$ cat config.mk
export PLATFORM = sky130hd
export DESIGN_NAME = prio_intc
export DESIGN_NICKNAME = d
export VERILOG_FILES = /design/src/rtl/pic_pkg.sv /design/src/rtl/pic_regif.sv /design/src/rtl/pic_req.sv /design/src/rtl/pic_svc.sv /design/src/rtl/prio_intc.sv
export SDC_FILE = /design/constraint.sdc
export NUM_CORES = 1
export LEC_CHECK = 0
export ABC_AREA = 1
export CAP_MARGIN = 10
export CORE_AREA = 2 2 87 89
export DETAILED_ROUTE_END_ITERATION = 12
export DIE_AREA = 0 0 89 91
export PLACE_DENSITY = 0.71
export SETUP_SLACK_MARGIN = 0.1
export SKIP_CTS_REPAIR_TIMING = 1
export SYNTH_ARGS = -nofsm -noshare
export SYNTH_HDL_FRONTEND = slang
export SYNTH_SLANG_ARGS = --single-unit
$ cat constraint.sdc
create_clock -name clk_i -period 2.1 [get_ports clk_i]
set_input_delay 0.42 -clock clk_i [delete_from_list [all_inputs] [get_ports clk_i]]
set_output_delay 0.42 -clock clk_i [all_outputs]
set_load 0.05 [all_outputs]
$ cat src/rtl/pic_pkg.sv
package pic_pkg;
  typedef enum logic [2:0] {
    CFG_WAIT1, CFG_EXP2, CFG_EXP3, CFG_EXP4, CFG_READY
  } cfg_state_e;

  typedef enum logic [1:0] {
    ACK_IDLE, ACK_WAIT2, ACK_VEC
  } ack_state_e;

  typedef struct packed {
    logic need_last;
    logic single;
    logic level;
    logic auto_eoi;
    logic sfn;
  } pic_mode_t;

  localparam logic [7:0] EOI_CMD = 8'h20;
endpackage

$ cat src/rtl/pic_regif.sv
module pic_regif
  import pic_pkg::*;
#(
  parameter int DATA_W = 8,
  parameter int LVL_W  = 3,
  localparam int BASE_W = DATA_W - LVL_W
) (
  input  logic              clk_i,
  input  logic              rst_ni,
  input  logic              wr_stb_i,
  input  logic              addr_i,
  input  logic [DATA_W-1:0] data_i,
  output pic_mode_t         mode_o,
  output logic [BASE_W-1:0] base_o,
  output logic [DATA_W-1:0] mask_o,
  output logic              ready_o,
  output logic              flush_o,
  output logic              eoi_o
);
  cfg_state_e        st_q;
  pic_mode_t         mode_q;
  logic [BASE_W-1:0] base_q;
  logic [DATA_W-1:0] mask_q;

  logic first_w, cmd_w, hi_w;
  assign first_w = wr_stb_i & ~addr_i & data_i[4];
  assign cmd_w   = wr_stb_i & ~addr_i & ~data_i[4];
  assign hi_w    = wr_stb_i & addr_i;

  always_ff @(posedge clk_i or negedge rst_ni) begin
    if (!rst_ni) begin
      st_q   <= CFG_WAIT1;
      mode_q <= '0;
      base_q <= '0;
      mask_q <= '0;
    end else if (first_w) begin
      mode_q.need_last <= data_i[0];
      mode_q.single    <= data_i[1];
      mode_q.level     <= data_i[3];
      mode_q.auto_eoi  <= 1'b0;
      mode_q.sfn       <= 1'b0;
      mask_q           <= '0;
      st_q             <= CFG_EXP2;
    end else if (hi_w) begin
      unique case (st_q)
        CFG_EXP2: begin
          base_q <= data_i[DATA_W-1:LVL_W];
          if (!mode_q.single)       st_q <= CFG_EXP3;
          else if (mode_q.need_last) st_q <= CFG_EXP4;
          else                       st_q <= CFG_READY;
        end
        CFG_EXP3: st_q <= mode_q.need_last ? CFG_EXP4 : CFG_READY;
        CFG_EXP4: begin
          mode_q.auto_eoi <= data_i[1];
          mode_q.sfn      <= data_i[4];
          st_q            <= CFG_READY;
        end
        CFG_READY: mask_q <= data_i;
        default: ;
      endcase
    end
  end

  assign mode_o  = mode_q;
  assign base_o  = base_q;
  assign mask_o  = mask_q;
  assign ready_o = (st_q == CFG_READY);
  assign flush_o = first_w;
  assign eoi_o   = cmd_w & (st_q == CFG_READY) & (data_i == EOI_CMD);
endmodule

$ cat src/rtl/pic_req.sv
module pic_req #(
  parameter int IRQ_W       = 8,
  parameter int SYNC_STAGES = 2
) (
  input  logic             clk_i,
  input  logic             rst_ni,
  input  logic [IRQ_W-1:0] irq_i,
  input  logic             level_i,
  input  logic             flush_i,
  input  logic [IRQ_W-1:0] clr_i,
  output logic [IRQ_W-1:0] irr_o
);
  logic [SYNC_STAGES-1:0][IRQ_W-1:0] stage_q;
  logic [IRQ_W-1:0] prev_q, irr_q, irr_d, line_s;

  assign line_s = stage_q[SYNC_STAGES-1];

  always_ff @(posedge clk_i or negedge rst_ni) begin
    if (!rst_ni) begin
      stage_q <= '0;
      prev_q  <= '0;
    end else begin
      stage_q[0] <= irq_i;
      for (int s = 1; s < SYNC_STAGES; s++) stage_q[s] <= stage_q[s-1];
      prev_q <= line_s;
    end
  end

  for (genvar b = 0; b < IRQ_W; b++) begin : g_bit
    logic rise;
    assign rise     = line_s[b] & ~prev_q[b];
    assign irr_d[b] = level_i ? line_s[b] : ((irr_q[b] & ~clr_i[b]) | rise);
  end

  always_ff @(posedge clk_i or negedge rst_ni) begin
    if (!rst_ni)      irr_q <= '0;
    else if (flush_i) irr_q <= '0;
    else              irr_q <= irr_d;
  end

  assign irr_o = irr_q;
endmodule

$ cat src/rtl/pic_svc.sv
module pic_svc
  import pic_pkg::*;
#(
  parameter int IRQ_W  = 8,
  parameter int DATA_W = 8,
  localparam int LVL_W  = $clog2(IRQ_W),
  localparam int BASE_W = DATA_W - LVL_W
) (
  input  logic              clk_i,
  input  logic              rst_ni,
  input  logic [IRQ_W-1:0]  irr_i,
  input  logic [IRQ_W-1:0]  mask_i,
  input  logic              ready_i,
  input  logic              sfn_i,
  input  logic              auto_eoi_i,
  input  logic              eoi_i,
  input  logic              flush_i,
  input  logic [BASE_W-1:0] base_i,
  input  logic              inta_ni,
  output logic              int_o,
  output logic [IRQ_W-1:0]  clr_o,
  output logic [IRQ_W-1:0]  isr_o,
  output logic              vec_oe_o,
  output logic [DATA_W-1:0] vec_o
);
  localparam logic [LVL_W:0] NONE = (LVL_W+1)'(IRQ_W);

  function automatic logic [LVL_W:0] first_idx(logic [IRQ_W-1:0] v);
    first_idx = NONE;
    for (int i = IRQ_W - 1; i >= 0; i--) if (v[i]) first_idx = (LVL_W+1)'(i);
  endfunction

  ack_state_e       st_q;
  logic [LVL_W-1:0] lvl_q;
  logic             valid_q, int_q, ack_pv_q;
  logic [IRQ_W-1:0] isr_q, pend, set_m, eoi_m, aeoi_m;
  logic [LVL_W:0]   win, top;
  logic             fire, ack_fall, ack_rise;

  assign pend     = irr_i & ~mask_i;
  assign win      = first_idx(pend);
  assign top      = first_idx(isr_q);
  assign fire     = ready_i & (|pend) & (sfn_i ? (win <= top) : (win < top));
  assign ack_fall = ack_pv_q & ~inta_ni;
  assign ack_rise = ~ack_pv_q & inta_ni;

  assign set_m  = (st_q == ACK_IDLE && ack_fall && fire) ?
                  (IRQ_W'(1) << win[LVL_W-1:0]) : '0;
  assign eoi_m  = (eoi_i && top != NONE) ? (IRQ_W'(1) << top[LVL_W-1:0]) : '0;
  assign aeoi_m = (st_q == ACK_VEC && ack_rise && auto_eoi_i && valid_q) ?
                  (IRQ_W'(1) << lvl_q) : '0;

  always_ff @(posedge clk_i or negedge rst_ni) begin
    if (!rst_ni) begin
      st_q     <= ACK_IDLE;
      lvl_q    <= '0;
      valid_q  <= 1'b0;
      ack_pv_q <= 1'b1;
      isr_q    <= '0;
      int_q    <= 1'b0;
    end else begin
      ack_pv_q <= inta_ni;
      int_q    <= fire;
      isr_q    <= flush_i ? '0 : ((isr_q & ~eoi_m & ~aeoi_m) | set_m);
      if (flush_i) begin
        st_q <= ACK_IDLE;
      end else begin
        unique case (st_q)
          ACK_IDLE: if (ack_fall) begin
            st_q    <= ACK_WAIT2;
            valid_q <= fire;
            lvl_q   <= fire ? win[LVL_W-1:0] : '1;  // nothing winning: last line
          end
          ACK_WAIT2: if (ack_fall) st_q <= ACK_VEC;
          ACK_VEC:   if (ack_rise) st_q <= ACK_IDLE;
          default:   st_q <= ACK_IDLE;
        endcase
      end
    end
  end

  assign int_o    = int_q;
  assign clr_o    = set_m;
  assign isr_o    = isr_q;
  assign vec_oe_o = (st_q == ACK_VEC) & ~inta_ni;
  assign vec_o    = {base_i, lvl_q};
endmodule

$ cat src/rtl/prio_intc.sv
module prio_intc
  import pic_pkg::*;
#(
  parameter int IRQ_W       = 8,
  parameter int DATA_W      = 8,
  parameter int SYNC_STAGES = 2,
  localparam int LVL_W  = $clog2(IRQ_W),
  localparam int BASE_W = DATA_W - LVL_W
) (
  input  logic              clk_i,
  input  logic              rst_ni,
  input  logic              cs_ni,
  input  logic              wr_ni,
  input  logic              rd_ni,
  input  logic              addr_i,
  input  logic [DATA_W-1:0] data_i,
  output logic [DATA_W-1:0] data_o,
  output logic              data_oe_o,
  input  logic              inta_ni,
  input  logic [IRQ_W-1:0]  irq_i,
  output logic              int_o
);
  logic              wr_pv_q, wr_stb, rd_act;
  pic_mode_t         mode;
  logic [BASE_W-1:0] base;
  logic [DATA_W-1:0] mask, vec;
  logic              ready, flush, eoi, vec_oe;
  logic [IRQ_W-1:0]  irr, clr, isr;

  always_ff @(posedge clk_i or negedge rst_ni) begin
    if (!rst_ni) wr_pv_q <= 1'b1;
    else         wr_pv_q <= wr_ni;
  end

  assign wr_stb = ~cs_ni & ~wr_ni & wr_pv_q;
  assign rd_act = ~cs_ni & ~rd_ni & addr_i;

  pic_regif #(.DATA_W(DATA_W), .LVL_W(LVL_W)) u_regif (
    .clk_i, .rst_ni, .wr_stb_i(wr_stb), .addr_i, .data_i,
    .mode_o(mode), .base_o(base), .mask_o(mask),
    .ready_o(ready), .flush_o(flush), .eoi_o(eoi)
  );

  pic_req #(.IRQ_W(IRQ_W), .SYNC_STAGES(SYNC_STAGES)) u_req (
    .clk_i, .rst_ni, .irq_i, .level_i(mode.level), .flush_i(flush),
    .clr_i(clr), .irr_o(irr)
  );

  pic_svc #(.IRQ_W(IRQ_W), .DATA_W(DATA_W)) u_svc (
    .clk_i, .rst_ni, .irr_i(irr), .mask_i(mask[IRQ_W-1:0]), .ready_i(ready),
    .sfn_i(mode.sfn), .auto_eoi_i(mode.auto_eoi), .eoi_i(eoi), .flush_i(flush),
    .base_i(base), .inta_ni, .int_o, .clr_o(clr), .isr_o(isr),
    .vec_oe_o(vec_oe), .vec_o(vec)
  );

  assign data_oe_o = vec_oe | rd_act;
  assign data_o    = vec_oe ? vec : (rd_act ? mask : '0);
endmodule

==> results of run 1 <==
## registers in the layout, summed over array words and instances (netlist names)
register	cells
u_regif.mask_o	8
u_req.irr_o	8
u_req.line_s	8
u_req.prev_q	8
u_req.stage_q	8
u_svc.isr_o	8
u_regif.base_o	5
u_regif.mode_o	5
u_regif.st_q	3
u_svc.lvl_q	3
u_svc.st_q	2
u_svc.ack_pv_q	1
u_svc.int_o	1
u_svc.valid_q	1
wr_pv_q	1
## layout make-up
type                    count  area share, %
well taps                  99           2.59
flip-flops and latches     70           36.7
clock inverters             7           1.67
multi-input cells         233           33.4
inverters                  75           5.94
repair buffers             80           17.1
clock buffers               9           2.59
## worst max path at each step
stage | start | endpoint | cells after the start
global placement | addr_i | data_o[2] | 7
detailed placement | addr_i | data_o[2] | 7
floorplan | u_svc.st_q[1] | data_o[0] | 5
finish | u_svc.isr_o[1] | u_req.irr_o[0] | 15
global route | u_svc.isr_o[1] | u_req.irr_o[0] | 15
CTS | addr_i | data_o[2] | 7
## layout by cell type (no fill, tap or decap), types with 13 or more instances in the layout
cell	instances
dfrtp_1	66
inv_1	54
nand2_1	46
buf_4	43
nor2_1	29
nand2_2	25
o21ai_0	22
inv_2	20
clkdlybuf4s50_1	18
nand3_1	13
## worst register-to-register path: stages (launching register included)
cell and delay [ns]:
dfrtp_1 0.41, inv_2 0.09, nand2_4 0.06, nor3_4 0.24, o31ai_4 0.13, ha_1 0.30, nand2_1 0.08, inv_2 0.04
nand2_1 0.05, nand2_1 0.06, nand2_2 0.10, nand4_4 0.14, nor2_4 0.25, nand3_4 0.12, nand2_2 0.07, a21oi_2 0.04
## per-stage QoR
stage	utilization, %	worst slack (ns)	cells
3_5_place_dp	59.4	-0.276	549
3_3_place_gp	59.4	-0.277	549
4_1_cts	62.3	-0.283	565
5_1_grt	67.0	-0.336	573
6_report	67.0	-0.207	573
2_1_floorplan	-	-0.0467	382
## kinds of logic after synthesis
family                   Yosys count
adder cells (fa/ha/maj)            4
flip-flops                        70
AO/OA/AOI/OAI                     73
buffers and inverters             79
AND/OR/NAND/NOR                  156
## metal layers
metal	global-route usage [%]	vias up	wire, µm
li1	-	1414	-
met1	31.4	1396	3770
met2	32.5	81	3980
met3	4.82	23	454
met4	7.84	0	216
met5	0	-	0
## where the power goes
part,leakage (nW),internal (mW),switching (mW)
Sequential,0.838,1.64,0.233
Combinational,1.34,1.01,1.37
Clock,0.103,0.566,0.559
Total,2.28,3.21,2.16
==> flow_summary.toml, run 1 <==
[placement]
finalWeightedCongestion = 0.881
postPlaceCellArea_um2 = 4240
dp_hpwl_um = 6010
port_buffers = 32

[grt]
grt_first_pass_wirelength_um = 13400
grt_pass1_vias = 2845
track_usage_pct = 21.9
grt_max_degree = 71
overflow = 0
antenna_found_initial = 0

[final_layout]
antenna_cells = 0
fillers = 573
design_area_um2 = 4780
drive_gt1_share_pct = 37.1
area_growth_syn_to_layout_pct = 40.0
multi_input_area_um2 = 1600
regArea_um2 = 1760
fin_nets = 496

[clock_tree]
cts.sinks = 70
worstSkewPairLatency_ns = 0.35
cts_tree = "done"
cts_max_level = 3
clkSlewWorstSetupHoldPaths_ns = 0.08
cts-root-buf = "clkbuf_8"
numCtsBuffers = 9
clk_path_buf_depth = 2

[timing]
fmax_ghz = 0.433
finalHoldViolations = 0
worst_slew_pin_slew_ns = 0.532
tns_ns = -2.84
setup_viol = 20
hold_ws_ns = 0.0689
finClkSkew_ns = 0.00740
rsz0062_at_grt = "true"
finalCriticalPeriod_ns = 2.31
finalMaxSlewViolations = 0
relSlewSlack_pct = 64.6
period_share_pct = 110
finalWorstSetupSlack_ns = -0.207

[synthesis]
synth_enable_flop_cells = 0
yosys_most_used_dff = "dfrtp_1"
synth-compound-area-share_pct = 13.1
netlist.area_leader.share_pct = 49.8
muxShareOfSynthArea_pct = 0
synth.most_common_cell = "dfrtp_1"
synth.distinct_cells = 37
synth_top_cells_by_area = "dfrtp_1 50%, inv_1 6.4%, nand2_1 6.4%"
netlist_top_cells_count = "68 x dfrtp_1, 58 x inv_1, 58 x nand2_1, 31 x nor2_1, 24 x o21ai_0"
synth_top_area_cell = "dfrtp_1"
yosys_register_bits = 70
synth_top_family_by_area = "simple AND/OR/NAND/NOR gates"
async_flop_share_pct = 100
synthCells = 382
synth_warnings = 0
synth-seq-area-share_pct = 51.4
synth_fa_ha_area_share_pct = 1.47
postSynthAreaPerCell_um2 = 8.94
syn-num-nets = 409
netlist_area_um2 = 3420
synth_xor_area_share_pct = 0
synth-simple-area-share_pct = 25.3

[power]
power.leakage_nw = 2.28
vdd_ir_drop_max_uv = 828
power.density_nw_per_um2 = 1120
total_power_mw = 5.38

[worst_setup_path]
r2r-end = "u_req.irr_o[0]"
critPathRequiredTime_ns = 2.34
ff2ff_path_depth = 15
reg2reg_from = "u_svc.isr_o[1]"
cp_slowest_cell = "dfrtp_1"
worst-path-max-fanout = 5
worst-setup-path-type = "reg -> reg"
cpMostUsedCell = "nand2_1"
cpLargestDelayFamily = "simple AND/OR/NAND/NOR gates"
r2r_slack_ns = -0.21
crit_path_end_kind = "flip-flop"
cpPeakStageDelay_ns = 0.41
cp_num_buf_inv = 2
critPathArrivalTime_ns = 2.54
cp-start-kind = "flip-flop"
cp_cell_sequence = "inv_2 -> nand2_4 -> nor3_4 -> o31ai_4 -> ha_1 -> nand2_1 -> inv_2 -> nand2_1 -> nand2_1 -> nand2_2 -> nand4_4 -> nor2_4 -> nand3_4 -> nand2_2 -> a21oi_2"

[floorplan]
dieWidth_um = 89
dieArea_um2 = 8100
num_io_pins = 33
initial_core_util_pct = 47.9
rows = 31
die_h_um = 91
core_um2 = 7140

[job]
cap_violations = 0

[drt]
drc = 0
num_vias = 2914
drtIter0Drc = 184
antenna_left = 0
vias_per_cell = 5.09
drt-pass1-iter-count = 4
wirelength_um = 8430
wl_per_cell_um = 14.7

[run_status]
violations = "negative setup slack"
status = "finished, violations left"

[hold_path]
hp-class = "in -> async"
(Power assumes the default switching activity.)
==> inputs of run 2 (changes only) <==
Settings changed: PLACE_DENSITY 0.71 to 0.69.
Clock period 2.1 ns to 2.7 ns, I/O delays scaled along.
==> run 2 against run 1 <==
  * Clock skew rose by 0.00059 ns
  * Combinational power decreased by 42%
  * Design area down 13%
  * Die area unchanged
  * Power shrank 33%
  * Flip-flop and latch count unchanged
  * The flow now finishes without violations
  * First-iteration DRC count decreased by 1.1%
  * Critical path depth shrank 8
  * Via count decreased by 9.5%
  * Clock-buffer cell count stayed put
  * Global-route usage decreased by 1.7 points
  * Clock power shrank 30%
==> flow_summary.toml, run 2 (same netlist as run 1, synthesis figures left out) <==
[run_status]
status = "completed"

[placement]
dp_slack_ns = 0.0631
dp.cells = 516
finalWeightedCongestion = 0.879
dp_hpwl_um = 5580
port_buffers = 32

[drt]
drt-pass1-iter-count = 4
vias_per_cell = 4.96
num_vias = 2638
antenna_left = 0
wl_per_cell_um = 13.7
wirelength_um = 7280
drtIter0Drc = 182
drc = 0

[clock_tree]
cts_max_level = 3
cts_tree = "done"
clk_path_buf_depth = 2
cts-root-buf = "clkbuf_8"
numCtsBuffers = 9
worstSkewPairLatency_ns = 0.35
clkSlewWorstSetupHoldPaths_ns = 0.08
cts.sinks = 70

[floorplan]
die_h_um = 91
rows = 31
core_um2 = 7140
initial_core_util_pct = 47.9
dieWidth_um = 89
num_io_pins = 33
dieArea_um2 = 8100

[timing]
finalMaxSlewViolations = 0
setup_viol = 0
relSlewSlack_pct = 61.8
finalHoldViolations = 0
worst_slew_pin_slew_ns = 0.573
tns_ns = 0
finClkSkew_ns = 0.00799
fmax_ghz = 0.405
rsz0062_at_grt = "false"
finalCriticalPeriod_ns = 2.47
period_share_pct = 91.4
finalWorstSetupSlack_ns = 0.232

[worst_setup_path]
worst-path-max-fanout = 8
cp_cell_sequence = "clkdlybuf4s50_1 -> inv_1 -> nor3_2 -> nand2_2 -> o22ai_1 -> buf_4 -> buf_12"
crit_path_end_kind = "primary output"
worst-setup-path-type = "in -> out"
cp-start-kind = "input pin"
cpPeakStageDelay_ns = 0.48
critPathRequiredTime_ns = 2.16
ff2ff_path_depth = 17
cp_slowest_cell = "clkdlybuf4s50_1"
critPathArrivalTime_ns = 1.93

[grt]
grt_pass1_vias = 2635
grt_max_degree = 46
grt_first_pass_wirelength_um = 12400
track_usage_pct = 20.2
antenna_found_initial = 0
overflow = 0

[power]
power.density_nw_per_um2 = 864
vdd_ir_drop_max_uv = 572
power.leakage_nw = 2.00
total_power_mw = 3.61

[final_layout]
fillers = 662
layout_common_cells = "68 x dfrtp_1, 58 x inv_1, 56 x nand2_1"
drive_gt1_share_pct = 23.8
area_growth_syn_to_layout_pct = 22.4
final_common_cell = "dfrtp_1"
fin_nets = 455
antenna_cells = 0
fin_cells = 532

[job]
cap_violations = 0

[hold_path]
hp-class = "in -> async"
==> run 2: power breakdown <==
part	switching, mW	total, mW	internal [mW]	leakage, nW
clock	0.443	0.795	0.352	0.0892
sequential	0.176	1.45	1.27	0.841
combinational	0.861	1.37	0.507	1.07
total	1.48	3.61	2.13	2.00
==> run 2: per-stage QoR <==
stage / util (%) / instance area [µm²] / hold WS (ns)
5_1_grt: 58.6 / 4180 / 0.188
3_3_place_gp: 55.8 / 3980 / 0.332
3_5_place_dp: 55.8 / 3980 / 0.335
2_1_floorplan: - / 3420 / 0.244
4_1_cts: 58.3 / 4160 / 0.174
6_report: 58.6 / 4180 / 0.174
==> run 2: path summary, 6_finish.rpt <==
kind                                        from              end  slack, ns
worst max-delay path                      addr_i        data_o[0]       0.23
worst min-delay path                      rst_ni  u_regif.st_q[0]       0.17
worst min register to register  u_req.stage_q[7]  u_req.line_s[7]       0.35
worst max register to register    u_req.irr_o[7]   u_req.irr_o[0]       0.34
max in group asynchronous                 rst_ni   u_svc.isr_o[4]       2.02
min in group clk_i              u_req.stage_q[7]  u_req.line_s[7]       0.35
==> run 2: layout make-up <==
type                            count  area [µm²]  area share, %
Tap cell                           99         124           2.96
Timing Repair Buffer               39         458           11.0
Clock inverter                      7        61.3           1.47
Inverter                           75         282           6.73
Sequential cell                    70        1750           42.0
Clock buffer                        9         124           2.96
Multi-Input combinational cell    233        1380           33.0
==> run 2: per-layer routing <==
layer	wire length [µm]	share of wire (%)	GRT usage, %	up-vias
met5	0	0	0	-
met2	3350	46	29.4	52
met4	169	2.3	8.96	0
met3	392	5.4	4.91	15
li1	-	-	-	1325
met1	3370	46	28.5	1246
==> run 2: critical path, delay by kind of cell <==
family          cells  cell delay, ns
buf+inv             4            0.84
compound gates      1            0.18
simple gates        2            0.37
